$ cat src/rtl/hold_wake_pkg.sv
package hold_wake_pkg;
  typedef enum logic [1:0] {
    MODE_RUN  = 2'b00,
    MODE_HOLD = 2'b01,
    MODE_STOP = 2'b10
  } pwr_mode_e;

  localparam int REG0_BITS = 2;  // timer, counter
  localparam int REGX_BITS = 3;  // serial/int0/cmp and p4.0..p4.2
  localparam int SRC_N     = REG0_BITS + 2 * REGX_BITS;
  localparam int SRC_IDW   = $clog2(SRC_N);
endpackage

$ cat src/rtl/hwc_cfg_regs.sv
module hwc_cfg_regs
  import hold_wake_pkg::*;
#(
  parameter int ADDR_W = 8,
  parameter int DATA_W = 4,
  parameter logic [ADDR_W-1:0] BASE_ADDR = 8'h36
) (
  input  logic              clk,
  input  logic              rst_n,
  input  logic              bus_we,
  input  logic [ADDR_W-1:0] bus_addr,
  input  logic [DATA_W-1:0] bus_wdata,
  output logic [DATA_W-1:0] bus_rdata,
  output logic [SRC_N-1:0]  wake_en
);
  localparam int NREG = 3;

  logic [DATA_W-1:0] cfg_q   [NREG];
  logic [DATA_W-1:0] rd_part [NREG];
  logic [NREG-1:0]   sel;

  for (genvar g = 0; g < NREG; g++) begin : g_reg
    localparam logic [ADDR_W-1:0] MY_ADDR = BASE_ADDR + ADDR_W'(g);
    localparam int USED = (g == 0) ? REG0_BITS : REGX_BITS;
    localparam logic [DATA_W-1:0] KEEP = DATA_W'((1 << USED) - 1);

    assign sel[g] = (bus_addr == MY_ADDR);

    always_ff @(posedge clk or negedge rst_n) begin
      if (!rst_n)                cfg_q[g] <= '0;
      else if (bus_we && sel[g]) cfg_q[g] <= bus_wdata & KEEP;
    end

    assign rd_part[g] = sel[g] ? cfg_q[g] : '0;
  end

  always_comb begin
    bus_rdata = '0;
    for (int i = 0; i < NREG; i++) bus_rdata |= rd_part[i];
  end

  assign wake_en = {cfg_q[2][REGX_BITS-1:0], cfg_q[1][REGX_BITS-1:0],
                    cfg_q[0][REG0_BITS-1:0]};

  assert_reserved_zero_R2: assert property (@(posedge clk) disable iff (!rst_n)
    (sel[1] || sel[2]) |-> (bus_rdata[DATA_W-1] == 1'b0));
endmodule

$ cat src/rtl/hwc_wake_sel.sv
module hwc_wake_sel
  import hold_wake_pkg::*;
(
  input  logic               armed,
  input  logic [SRC_N-1:0]   wake_in,
  input  logic [SRC_N-1:0]   wake_en,
  input  logic [SRC_N-1:0]   early_src,
  input  logic [SRC_N-1:0]   irq_en,
  output logic [SRC_N-1:0]   hit_now,
  output logic               release_hit,
  output logic               take_vec,
  output logic [SRC_IDW-1:0] vec_id
);
  logic [SRC_N-1:0] cand;
  logic [SRC_N-1:0] vec_cand;

  assign hit_now     = wake_in & wake_en;
  assign cand        = hit_now | early_src;
  assign release_hit = armed && (|cand);
  assign vec_cand    = cand & irq_en;
  assign take_vec    = |vec_cand;

  always_comb begin
    vec_id = '0;
    for (int i = SRC_N - 1; i >= 0; i--)
      if (vec_cand[i]) vec_id = SRC_IDW'(i);
  end
endmodule

$ cat src/rtl/hwc_mode_fsm.sv
module hwc_mode_fsm
  import hold_wake_pkg::*;
(
  input  logic               clk,
  input  logic               rst_n,
  input  logic               hold_cmd,
  input  logic               stop_cmd,
  input  logic [SRC_N-1:0]   hit_now,
  input  logic               release_hit,
  input  logic               take_vec,
  input  logic [SRC_IDW-1:0] vec_id,
  output pwr_mode_e          mode,
  output logic [SRC_N-1:0]   early_src,
  output logic               core_clk_en,
  output logic               periph_clk_en,
  output logic               resume_o,
  output logic               vector_o,
  output logic [SRC_IDW-1:0] vector_id
);
  pwr_mode_e          mode_q;
  logic [SRC_N-1:0]   early_q;
  logic               rel_q, rel_vec_q;
  logic [SRC_IDW-1:0] rel_id_q;
  logic               clk_en_q, resume_q, vector_q;
  logic [SRC_IDW-1:0] vid_q;

  always_ff @(posedge clk or negedge rst_n) begin
    if (!rst_n) begin
      mode_q    <= MODE_RUN;
      early_q   <= '0;
      rel_q     <= 1'b0;
      rel_vec_q <= 1'b0;
      rel_id_q  <= '0;
    end else begin
      rel_q <= 1'b0;
      case (mode_q)
        MODE_RUN: begin
          if (stop_cmd) mode_q <= MODE_STOP;
          else if (hold_cmd) begin
            mode_q  <= MODE_HOLD;
            early_q <= hit_now;  // wake coinciding with the hold command
          end
        end
        MODE_HOLD: begin
          if (release_hit) begin
            mode_q    <= MODE_RUN;
            early_q   <= '0;
            rel_q     <= 1'b1;
            rel_vec_q <= take_vec;
            rel_id_q  <= vec_id;
          end
        end
        default: mode_q <= MODE_STOP;
      endcase
    end
  end

  always_ff @(posedge clk or negedge rst_n) begin
    if (!rst_n) begin
      clk_en_q <= 1'b1;
      resume_q <= 1'b0;
      vector_q <= 1'b0;
      vid_q    <= '0;
    end else begin
      clk_en_q <= (mode_q == MODE_RUN);
      resume_q <= rel_q && !rel_vec_q;
      vector_q <= rel_q && rel_vec_q;
      if (rel_q && rel_vec_q) vid_q <= rel_id_q;
    end
  end

  assign mode          = mode_q;
  assign early_src     = early_q;
  assign core_clk_en   = clk_en_q;
  assign periph_clk_en = (mode_q != MODE_STOP);
  assign resume_o      = resume_q;
  assign vector_o      = vector_q;
  assign vector_id     = vid_q;

  assert_gate_after_entry_R3: assert property (@(posedge clk) disable iff (!rst_n)
    $rose(mode_q == MODE_HOLD) |=> !clk_en_q);
  assert_hold_persists_R4: assert property (@(posedge clk) disable iff (!rst_n)
    (mode_q == MODE_HOLD && !release_hit) |=> (mode_q == MODE_HOLD));
  assert_single_indication_R5: assert property (@(posedge clk) disable iff (!rst_n)
    $onehot0({resume_q, vector_q}));
  assert_indication_with_clk_R5: assert property (@(posedge clk) disable iff (!rst_n)
    (resume_q || vector_q) |-> clk_en_q);
  assert_resume_one_cycle_R5: assert property (@(posedge clk) disable iff (!rst_n)
    resume_q |=> !resume_q);
  assert_stop_sticky_R8: assert property (@(posedge clk) disable iff (!rst_n)
    (mode_q == MODE_STOP) |=> (mode_q == MODE_STOP));
  assert_periph_in_hold_R9: assert property (@(posedge clk) disable iff (!rst_n)
    (mode_q == MODE_HOLD) |-> periph_clk_en);
endmodule

$ cat src/rtl/hold_wake_ctrl.sv
module hold_wake_ctrl
  import hold_wake_pkg::*;
#(
  parameter int ADDR_W = 8,
  parameter int DATA_W = 4,
  parameter logic [ADDR_W-1:0] BASE_ADDR = 8'h36
) (
  input  logic               clk,
  input  logic               rst_n,
  input  logic               hold_cmd,
  input  logic               stop_cmd,
  input  logic               bus_we,
  input  logic [ADDR_W-1:0]  bus_addr,
  input  logic [DATA_W-1:0]  bus_wdata,
  output logic [DATA_W-1:0]  bus_rdata,
  input  logic [SRC_N-1:0]   wake_evt,
  input  logic [SRC_N-1:0]   irq_en,
  output logic [1:0]         mode_o,
  output logic               core_clk_en,
  output logic               periph_clk_en,
  output logic               resume_o,
  output logic               vector_o,
  output logic [SRC_IDW-1:0] vector_id
);
  logic [SRC_N-1:0]   wake_en, hit_now, early_src;
  logic               release_hit, take_vec;
  logic [SRC_IDW-1:0] vec_id;
  pwr_mode_e          mode;

  hwc_cfg_regs #(.ADDR_W(ADDR_W), .DATA_W(DATA_W), .BASE_ADDR(BASE_ADDR)) u_regs (
    .clk(clk), .rst_n(rst_n), .bus_we(bus_we), .bus_addr(bus_addr),
    .bus_wdata(bus_wdata), .bus_rdata(bus_rdata), .wake_en(wake_en)
  );

  hwc_wake_sel u_sel (
    .armed(mode == MODE_HOLD), .wake_in(wake_evt), .wake_en(wake_en),
    .early_src(early_src), .irq_en(irq_en), .hit_now(hit_now),
    .release_hit(release_hit), .take_vec(take_vec), .vec_id(vec_id)
  );

  hwc_mode_fsm u_fsm (
    .clk(clk), .rst_n(rst_n), .hold_cmd(hold_cmd), .stop_cmd(stop_cmd),
    .hit_now(hit_now), .release_hit(release_hit), .take_vec(take_vec),
    .vec_id(vec_id), .mode(mode), .early_src(early_src),
    .core_clk_en(core_clk_en), .periph_clk_en(periph_clk_en),
    .resume_o(resume_o), .vector_o(vector_o), .vector_id(vector_id)
  );

  assign mode_o = mode;

  assert_no_run_wake_effect_R10: assert property (@(posedge clk) disable iff (!rst_n)
    (mode == MODE_RUN && !hold_cmd && !stop_cmd) |=> (mode == MODE_RUN));
endmodule

$ cat config.mk
export PLATFORM = sky130hd
export DESIGN_NAME = hold_wake_ctrl
export DESIGN_NICKNAME = d
export VERILOG_FILES = /design/src/rtl/hold_wake_pkg.sv /design/src/rtl/hwc_cfg_regs.sv /design/src/rtl/hwc_wake_sel.sv /design/src/rtl/hwc_mode_fsm.sv /design/src/rtl/hold_wake_ctrl.sv
export SDC_FILE = /design/constraint.sdc
export NUM_CORES = 1
export LEC_CHECK = 0
export BUFFER_PORTS_ARGS = -buffer_cell sky130_fd_sc_hd__buf_4
export CORE_MARGIN = 4
export CORE_UTILIZATION = 47
export CTS_BUF_LIST = sky130_fd_sc_hd__clkbuf_2 sky130_fd_sc_hd__clkbuf_4 sky130_fd_sc_hd__clkbuf_8
export DETAILED_ROUTE_END_ITERATION = 8
export GPL_TIMING_DRIVEN = 0
export HOLD_SLACK_MARGIN = 0.02
export MAX_ROUTING_LAYER = met4
export PLACE_DENSITY = 0.77
export REMOVE_ABC_BUFFERS = 1
export SLEW_MARGIN = 20
export SYNTH_ARGS = -nofsm -noshare
export SYNTH_HDL_FRONTEND = slang
export SYNTH_SLANG_ARGS = --single-unit
$ cat constraint.sdc
create_clock -name clk -period 1.7 [get_ports clk]
set_input_delay 0.34 -clock clk [delete_from_list [all_inputs] [get_ports clk]]
set_output_delay 0.34 -clock clk [all_outputs]
set_load 0.02 [all_outputs]
==> flow_summary.json, run 1 <==
{
  "synth.distinct_cells": 37,
  "drv_slew": 0,
  "max_stage_delay_ns": 0.40,
  "syn_avg_cell_area_um2": 10.8,
  "rsz0062_at_grt": "yes",
  "timing.final.crit_share_pct": 98.3,
  "start_util_pct": 48.8,
  "finalWeightedCongestion": 0.821,
  "clock_skew_ns": 0.0101,
  "synth_area_leaders": "dfrtp_1 47%, mux2_2 8.3%, nand2_1 7.3%, o22ai_2 6.7%, a21o_1 2.5%",
  "peakVddDrop_v": 0.000422,
  "ys.flop_type": "dfrtp_1",
  "cts_made_buffers": 5,
  "cpMaxStageDelayCell": "or3_4",
  "synth_top_area_share_pct": 47.1,
  "static-leakage-power_uw": 0.000999,
  "critPathKind": "primary input to output port",
  "power_uw": 1320,
  "via_count": 1204,
  "grt_max_degree": 30,
  "cts_htree_levels": 2,
  "synth_common_cells": "29 x nand2_1, 28 x dfrtp_1, 11 x mux2_2, 8 x o22ai_2",
  "io_pins": 46,
  "die_area_um2": 4130,
  "hold_class": "primary input to register",
  "ys_warn_count": 0,
  "fmax_ghz": 0.598,
  "rrSetupSlack_ns": 0.07,
  "crit_path_max_fanout": 3,
  "hold_ws_ns": 0.238,
  "cp_data_required_time_ns": 1.36,
  "arrival_ns": 1.33,
  "die_h_um": 64.3,
  "fin_area_um2": 2050,
  "grtUsageTotal_pct": 18.5,
  "wl_um": 3360,
  "yosysMostFrequentCell": "nand2_1",
  "cts_max_path_buffers": 2,
  "drc": 0,
  "async_flop_share_pct": 100,
  "post-route-min-period_ns": 1.67,
  "status": "complete, no violations",
  "path_common_cell": "buf_6",
  "cts_sinks": 29,
  "grt_overflow": 0,
  "crit_path_start_kind": "primary input",
  "rows": 20,
  "crit_buf_inv": 2,
  "drt.antenna.violating_nets": 0,
  "synth-edff-count": 0,
  "clock-root-buffer": "clkbuf_4",
  "cap_violations": 0,
  "viasPerCell": 5.12,
  "antenna_found_initial": 0,
  "clkLatencyLatePin_ns": 0.32,
  "synth_area_um2": 1490,
  "n_fill_cell": 242,
  "synth_top_area_cell": "dfrtp_1",
  "syn_to_final_growth_pct": 37.5,
  "place.port_buffers": 43,
  "syn_inst": 138,
  "drive_gt1_share_pct": 49.7,
  "ys_seq_area_share_pct": 48.8,
  "multiInputGateArea_um2": 793,
  "path_clk_slew_ns": 0.08,
  "placed_cell_area_um2": 1840,
  "drtPass1Iterations": 4,
  "cpLargestDelayFamily": "simple AND/OR/NAND/NOR gates",
  "ff_latch_area_um2": 727,
  "setup_viol": 0,
  "coreArea_um2": 3050,
  "nNetsFinal": 223,
  "final_core_util_pct": 67.0,
  "grt_pass1_wl_um": 5640,
  "antenna_cells": 0,
  "endpoint_kind": "output port",
  "wl_per_cell_um": 14.3,
  "grt_pass1_vias": 1328,
  "ys_ff_latch": 29,
  "power.density_nw_per_um2": 644,
  "first_iter_violations": 60,
  "path_cells": "buf_6 -> nor2_4 -> nand3_4 -> or3_4 -> o21ai_2 -> buf_6",
  "hpwl_um": 2580,
  "chipWidth_um": 64.3,
  "cts_tree": "done",
  "hold_viol_final": 0
}
==> sequential cells by signal (all words and copies together) (netlist names) <==
| signal | cells |
|---|---|
| u_fsm.rel_id_q | 3 |
| u_fsm.mode | 2 |
| u_fsm.rel_q | 1 |
| u_fsm.rel_vec_q | 1 |
| u_fsm.early_src | 8 |
| u_regs.wake_en | 8 |
| u_fsm.vector_o | 1 |
| u_fsm.resume_o | 1 |
| u_fsm.core_clk_en | 1 |
| u_fsm.vector_id | 3 |
==> metal layers <==
layer	track usage (%)	vias to the layer above	wire (um)
met4	6.33	0	48
li1	-	599	-
met3	4.75	7	150
met2	32.0	28	1790
met1	20.7	570	1380
met5	-	-	0
==> layout make-up <==
cell class              count  area share [%]
multi-input cells         102            38.8
repair buffers             49            19.3
inverters                   3           0.550
clock buffers               8            3.24
well taps                  44            2.69
flip-flops and latches     29            35.5
==> worst paths after layout <==
check                                  start  cells after the start                end
max                              bus_addr[7]                      6       bus_rdata[0]
min reg2reg                    u_fsm.mode[0]                      1  u_fsm.core_clk_en
min                                 stop_cmd                      2      u_fsm.mode[1]
max reg2reg                u_regs.wake_en[3]                      3  u_fsm.rel_id_q[2]
max in group asynchronous              rst_n                      2  u_fsm.core_clk_en
min in group asynchronous              rst_n                      2  u_regs.wake_en[6]
==> where the power goes <==
group	switching, uW	internal (uW)
Sequential	11.3	699
Combinational	70.7	81.9
Clock	219	236
==> through the flow <==
stage,setup TNS (ns),setup WS (ns),cells
detailed placement,-1.93,-0.311,221
global route,-0.00357,-0.00357,235
finish,0,0.0288,235
global placement,-1.70,-0.306,221
floorplan,-0.268,-0.0982,134
CTS,0,0.000106,232
==> logic make-up after synthesis <==
| family | synth area share [%] |
|---|---|
| and+or+nand+nor | 18.2 |
| AOI/OAI and AO/OA | 19.6 |
| DFF | 48.8 |
| muxes | 10.7 |
| buffers and inverters | 2.52 |
| other | 0.252 |
==> repair_timing <==
| action | CTS | global route |
|---|---|---|
| endpoints found under the hold margin | 28 | 0 |
| gates resized for setup | 13 | 6 |
| endpoints found under the setup margin | 16 | 15 |
| cloned | 0 | 0 |
| setup buffers | 2 | 3 |
| hold buffers | 1 | 0 |
| pin swaps | 6 | 5 |
==> cell usage in the layout, fill, tap and decap left out, drive strengths merged <==
cell	instances
o41a	1
o22ai	8
nor3	1
dfrtp	28
nand4	1
buf	48
a22oi	1
nand3	3
nand2	29
dlygate4sd3	1
a2bb2oi	1
o21ai	5
a32oi	1
inv	3
or3	1
nand2b	4
o211ai	2
mux2	12
a21o	5
nor2b	3
clkbuf	8
and3	1
mux2i	2
a32o	1
conb	1
nor2	5
nor4	2
nor3b	2
a21bo	1
nand3b	2
a21oi	7
dfstp	1
Note: power is estimated with default switching activity, not from simulation.
==> inputs of run 2 (changes only) <==
==> constraint.sdc (replaced) <==
create_clock -name clk -period 1.7 [get_ports clk]
set_input_delay 0.255 -clock clk [delete_from_list [all_inputs] [get_ports clk]]
set_output_delay 0.255 -clock clk [all_outputs]
set_load 0.02 [all_outputs]
==> run 2 against run 1 <==
Against the previous run:
- register-to-register slack about the same
- critical path depth fell by 3
- clock skew down 0.0019 ns
- sequential cell count unchanged
- worst setup slack better by 0.042 ns
- critical path type is now register to register
- via count rose by 2.3%
- final cell count up 0.43%
- hold slack worse by 0.085 ns
- design area decreased by 2.8%
- total power decreased by 0.68%
- largest cell class unchanged
==> flow_summary.json, run 2 (same netlist as run 1, synthesis figures left out) <==
{
  "hpwl_um": 2580,
  "hold_viol_final": 0,
  "drt.antenna.violating_nets": 0,
  "final_cell_mix": "49 x buf_4, 29 x nand2_1, 28 x dfrtp_1, 11 x mux2_2, 8 x o22ai_2",
  "endpoint_kind": "register",
  "start_util_pct": 48.8,
  "final_core_util_pct": 65.2,
  "antenna_cells": 0,
  "max_stage_delay_ns": 0.55,
  "hp-start": "stop_cmd",
  "final_common_cell": "buf_4",
  "hold_class": "primary input to register",
  "wl_um": 3330,
  "arrival_ns": 1.83,
  "cpLargestDelayFamily": "compound AO/OA/AOI/OAI gates",
  "peakVddDrop_v": 0.000418,
  "chipWidth_um": 64.3,
  "io_pins": 46,
  "cts_tree": "done",
  "first_iter_violations": 49,
  "path_cells": "a21o_1 -> o41a_4 -> mux2_4",
  "cts_made_buffers": 5,
  "status": "complete, no violations",
  "clkLatencyLatePin_ns": 0.32,
  "timing.final.crit_share_pct": 95.8,
  "min_to": "u_fsm.mode[1]",
  "worst_slack_ns": 0.0711,
  "hold_ws_ns": 0.153,
  "crit_path_start_kind": "register",
  "nNetsFinal": 224,
  "path_clk_slew_ns": 0.09,
  "cp_data_required_time_ns": 1.90,
  "rrSetupSlack_ns": 0.07,
  "ff2ff_path_depth": 3,
  "cpMaxStageDelayCell": "o41a_4",
  "setup_viol": 0,
  "clock-root-buffer": "clkbuf_4",
  "power_uw": 1310,
  "grt_pass1_vias": 1320,
  "grt_pass1_wl_um": 5530,
  "power.density_nw_per_um2": 658,
  "viasPerCell": 5.22,
  "cts_sinks": 29,
  "post-route-min-period_ns": 1.63,
  "fmax_ghz": 0.614,
  "coreArea_um2": 3050,
  "clock_skew_ns": 0.00822,
  "grt_overflow": 0,
  "finalWeightedCongestion": 0.821,
  "place.port_buffers": 43,
  "cts_max_path_buffers": 2,
  "static-leakage-power_uw": 0.000984,
  "die_h_um": 64.3,
  "cts_htree_levels": 2,
  "cap_violations": 0,
  "crit_buf_inv": 0,
  "wl_per_cell_um": 14.1,
  "r2r-start": "u_regs.wake_en[3]",
  "die_area_um2": 4130,
  "drive_gt1_share_pct": 47.4,
  "drc": 0,
  "drtPass1Iterations": 4,
  "antenna_found_initial": 0,
  "r2r_end": "u_fsm.rel_id_q[2]",
  "syn_to_final_growth_pct": 33.6,
  "crit_path_max_fanout": 7,
  "hold_depth": 2,
  "grt_max_degree": 30,
  "via_count": 1232,
  "critPathKind": "register to register",
  "place_ws_ns": -0.277,
  "drv_slew": 0,
  "rows": 20,
  "grtUsageTotal_pct": 18.2
}
-- run 2: worst max path at each step --
stage / from / to / depth (start not counted)
final: u_regs.wake_en[3] / u_fsm.rel_id_q[2] / 3
after CTS: u_fsm.mode[1] / u_fsm.early_src[0] / 4
after global placement: u_regs.wake_en[7] / u_fsm.rel_id_q[2] / 4
after detailed placement: u_regs.wake_en[7] / u_fsm.rel_id_q[2] / 4
after global routing: u_regs.wake_en[5] / u_fsm.rel_id_q[2] / 4
after floorplan: u_regs.wake_en[6] / u_fsm.rel_id_q[2] / 4
-- run 2: stage by stage --
stage                     instances  instance area (um^2)  TNS (ns)
after CTS                       232                  1950         0
final                           236                  1990         0
after global placement          221                  1840    -0.859
after floorplan                 134                  1460   -0.0982
after detailed placement        221                  1840     -1.18
after global routing            236                  1990  -0.00310
-- run 2: layer usage --
layer	share of wire [%]	wire length, um	track usage [%]
met1	40	1330	19.8
met2	53	1770	32.1
met3	5.6	188	4.75
met4	1.4	48	6.33
met5	0	0	-
-- run 2: final cells by class --
cell class,count,area (um^2)
sequential,29,727
tap,44,55.1
inverter,3,11.3
multi-input combinational,102,752
clock buffer,8,66.3
timing repair buffer,50,378
fill,255,1060
-- run 2: repair_timing --
action	4_1_cts	5_1_grt
hold buffers	1	0
gates cloned	0	0
endpoints found under the hold margin	28	0
gates resized for setup	3	3
setup buffers	2	4
setup endpoints to repair	13	13
pin swaps	1	1
-- run 2: power by group --
group	internal [uW]	switching (uW)	total (uW)	leakage (uW)
combinational	78.5	65.0	143	0.000549
sequential	699	11.2	710	0.000395
clock	236	220	455	0.0000394
total	1010	296	1310	0.000984
==> inputs of run 3 (changes only) <==
--- a/config.mk
+++ b/config.mk
@@ -12,7 +12,6 @@
 export DETAILED_ROUTE_END_ITERATION = 8
 export GPL_TIMING_DRIVEN = 0
 export HOLD_SLACK_MARGIN = 0.02
-export MAX_ROUTING_LAYER = met4
 export PLACE_DENSITY = 0.77
 export REMOVE_ABC_BUFFERS = 1
 export SLEW_MARGIN = 20
==> run 3 against run 2 <==
Against the previous run:
- total power barely moved
- maximum frequency did not move
- combinational power barely moved
- worst setup slack barely moved
- design area did not move
- non-clock buffer count did not move
- global-route usage fell by 0.49 points
- sequential cell count did not move
- via count did not move
- critical endpoint unchanged
==> flow_summary.json, run 3 (same netlist as run 1, synthesis figures left out) <==
{
  "status": "complete, no violations",
  "rows": 20,
  "io_pins": 46,
  "cts_max_path_buffers": 2,
  "critPathKind": "register to register",
  "post-route-min-period_ns": 1.63,
  "cp_data_required_time_ns": 1.90,
  "cts_htree_levels": 2,
  "fmax_ghz": 0.614,
  "crit_path_start_kind": "register",
  "arrival_ns": 1.83,
  "internal_power_uw": 1010,
  "hold_class": "primary input to register",
  "hold_viol_final": 0,
  "chipWidth_um": 64.3,
  "combPwrFrac_pct": 11.0,
  "final_common_cell": "buf_4",
  "antenna_cells": 0,
  "endpoint_kind": "register",
  "hold_depth": 2,
  "die_h_um": 64.3,
  "drive_gt1_share_pct": 47.4,
  "clkLatencyLatePin_ns": 0.32,
  "wl_um": 3330,
  "p_sw_uw": 296,
  "clock-root-buffer": "clkbuf_4",
  "wl_per_cell_um": 14.1,
  "hp-start": "stop_cmd",
  "cts_tree": "done",
  "crit_path_max_fanout": 7,
  "coreArea_um2": 3050,
  "drv_slew": 0,
  "antenna_found_initial": 0,
  "clock_skew_ns": 0.00822,
  "first_iter_violations": 47,
  "pwr-share-seq_pct": 54.3,
  "via_count": 1232,
  "path_clk_slew_ns": 0.09,
  "drt.antenna.violating_nets": 0,
  "syn_to_final_growth_pct": 33.6,
  "static-leakage-power_uw": 0.000984,
  "r2r-start": "u_regs.wake_en[3]",
  "fin_area_um2": 1990,
  "viasPerCell": 5.22,
  "grt_pass1_wl_um": 5540,
  "setup_tns_ns": 0,
  "grt_overflow": 0,
  "start_util_pct": 48.8,
  "grt_pass1_vias": 1319,
  "min_to": "u_fsm.mode[1]",
  "cts_made_buffers": 5,
  "grtUsageTotal_pct": 17.7,
  "grt_max_degree": 30,
  "drc": 0,
  "power.density_nw_per_um2": 658,
  "peakVddDrop_v": 0.000418,
  "timing.final.crit_share_pct": 95.8,
  "p_clk_share_pct": 34.8,
  "drtPass1Iterations": 4,
  "finalWeightedCongestion": 0.810,
  "r2r_end": "u_fsm.rel_id_q[2]",
  "rrSetupSlack_ns": 0.07,
  "ff2ff_path_depth": 3,
  "die_area_um2": 4130,
  "n_fill_cell": 255,
  "hpwl_um": 2580,
  "cap_violations": 0,
  "place.port_buffers": 43,
  "final_cell_mix": "49 x buf_4, 29 x nand2_1, 28 x dfrtp_1, 11 x mux2_2, 8 x o22ai_2",
  "setup_viol": 0,
  "switching_share_pct": 22.6,
  "cts_sinks": 29,
  "placed_cell_area_um2": 1840,
  "nNetsFinal": 224,
  "hold_ws_ns": 0.153
}
[run 3: cell counts in the layout (fill, tap and decap cells not counted)]
Identical to the previous run, type by type.
[run 3: repair_timing]
action	CTS	global route
hold buffers	1	0
endpoints found under the setup margin	13	13
pin swaps	1	1
gates resized for setup	3	3
buffers inserted	2	4
hold endpoints to repair	28	0
cloned	0	0
[run 3: area by class of cell]
type	count	area, um^2	area share, %
inverters	3	11.3	0.566
well taps	44	55.1	2.77
multi-input cells	102	752	37.8
repair buffers	50	378	19.0
flip-flops and latches	29	727	36.5
clock buffers	8	66.3	3.33
[run 3: worst max path at each step]
stage               cells after the start  slack (ns)                  to              start
floorplan                               4        -0.1   u_fsm.rel_id_q[2]  u_regs.wake_en[6]
CTS                                     4      0.0001  u_fsm.early_src[0]      u_fsm.mode[1]
global placement                        4       -0.27   u_fsm.rel_id_q[2]  u_regs.wake_en[7]
global route                            4      -0.003   u_fsm.rel_id_q[2]  u_regs.wake_en[5]
detailed placement                      4       -0.28   u_fsm.rel_id_q[2]  u_regs.wake_en[7]
finish                                  3        0.07   u_fsm.rel_id_q[2]  u_regs.wake_en[3]
[run 3: stage by stage]
step / total power, uW / util [%] / worst slack, ns / instances
global placement: 852 / 60.3 / -0.266 / 221
floorplan: 766 / - / -0.0982 / 134
finish: 1310 / 65.2 / 0.0711 / 236
CTS: 1310 / 63.7 / 0.000106 / 232
detailed placement: 857 / 60.3 / -0.277 / 221
global route: 1390 / 65.2 / -0.00310 / 236
[run 3: worst max-delay path, stage by stage (launching register included)]
cell     delay (ns)
dfrtp_1        0.43
a21o_1         0.23
o41a_4         0.55
mux2_4         0.31
[run 3: power groups by stage]
stage | combinational [uW] | sequential (uW) | clock, uW
after CTS | 138 | 710 | 467
after global placement | 129 | 723 | 0
after global routing | 159 | 712 | 516
after detailed placement | 134 | 723 | 0
after floorplan | 45.7 | 721 | 0
final | 143 | 710 | 455
[run 3: metal layers]
layer	up-vias	wire length [um]	GRT usage, %
met1	582	1330	19.8
met4	0	48	6.33
met2	42	1770	32.1
met3	7	188	4.75
met5	-	0	0
li1	601	-	-
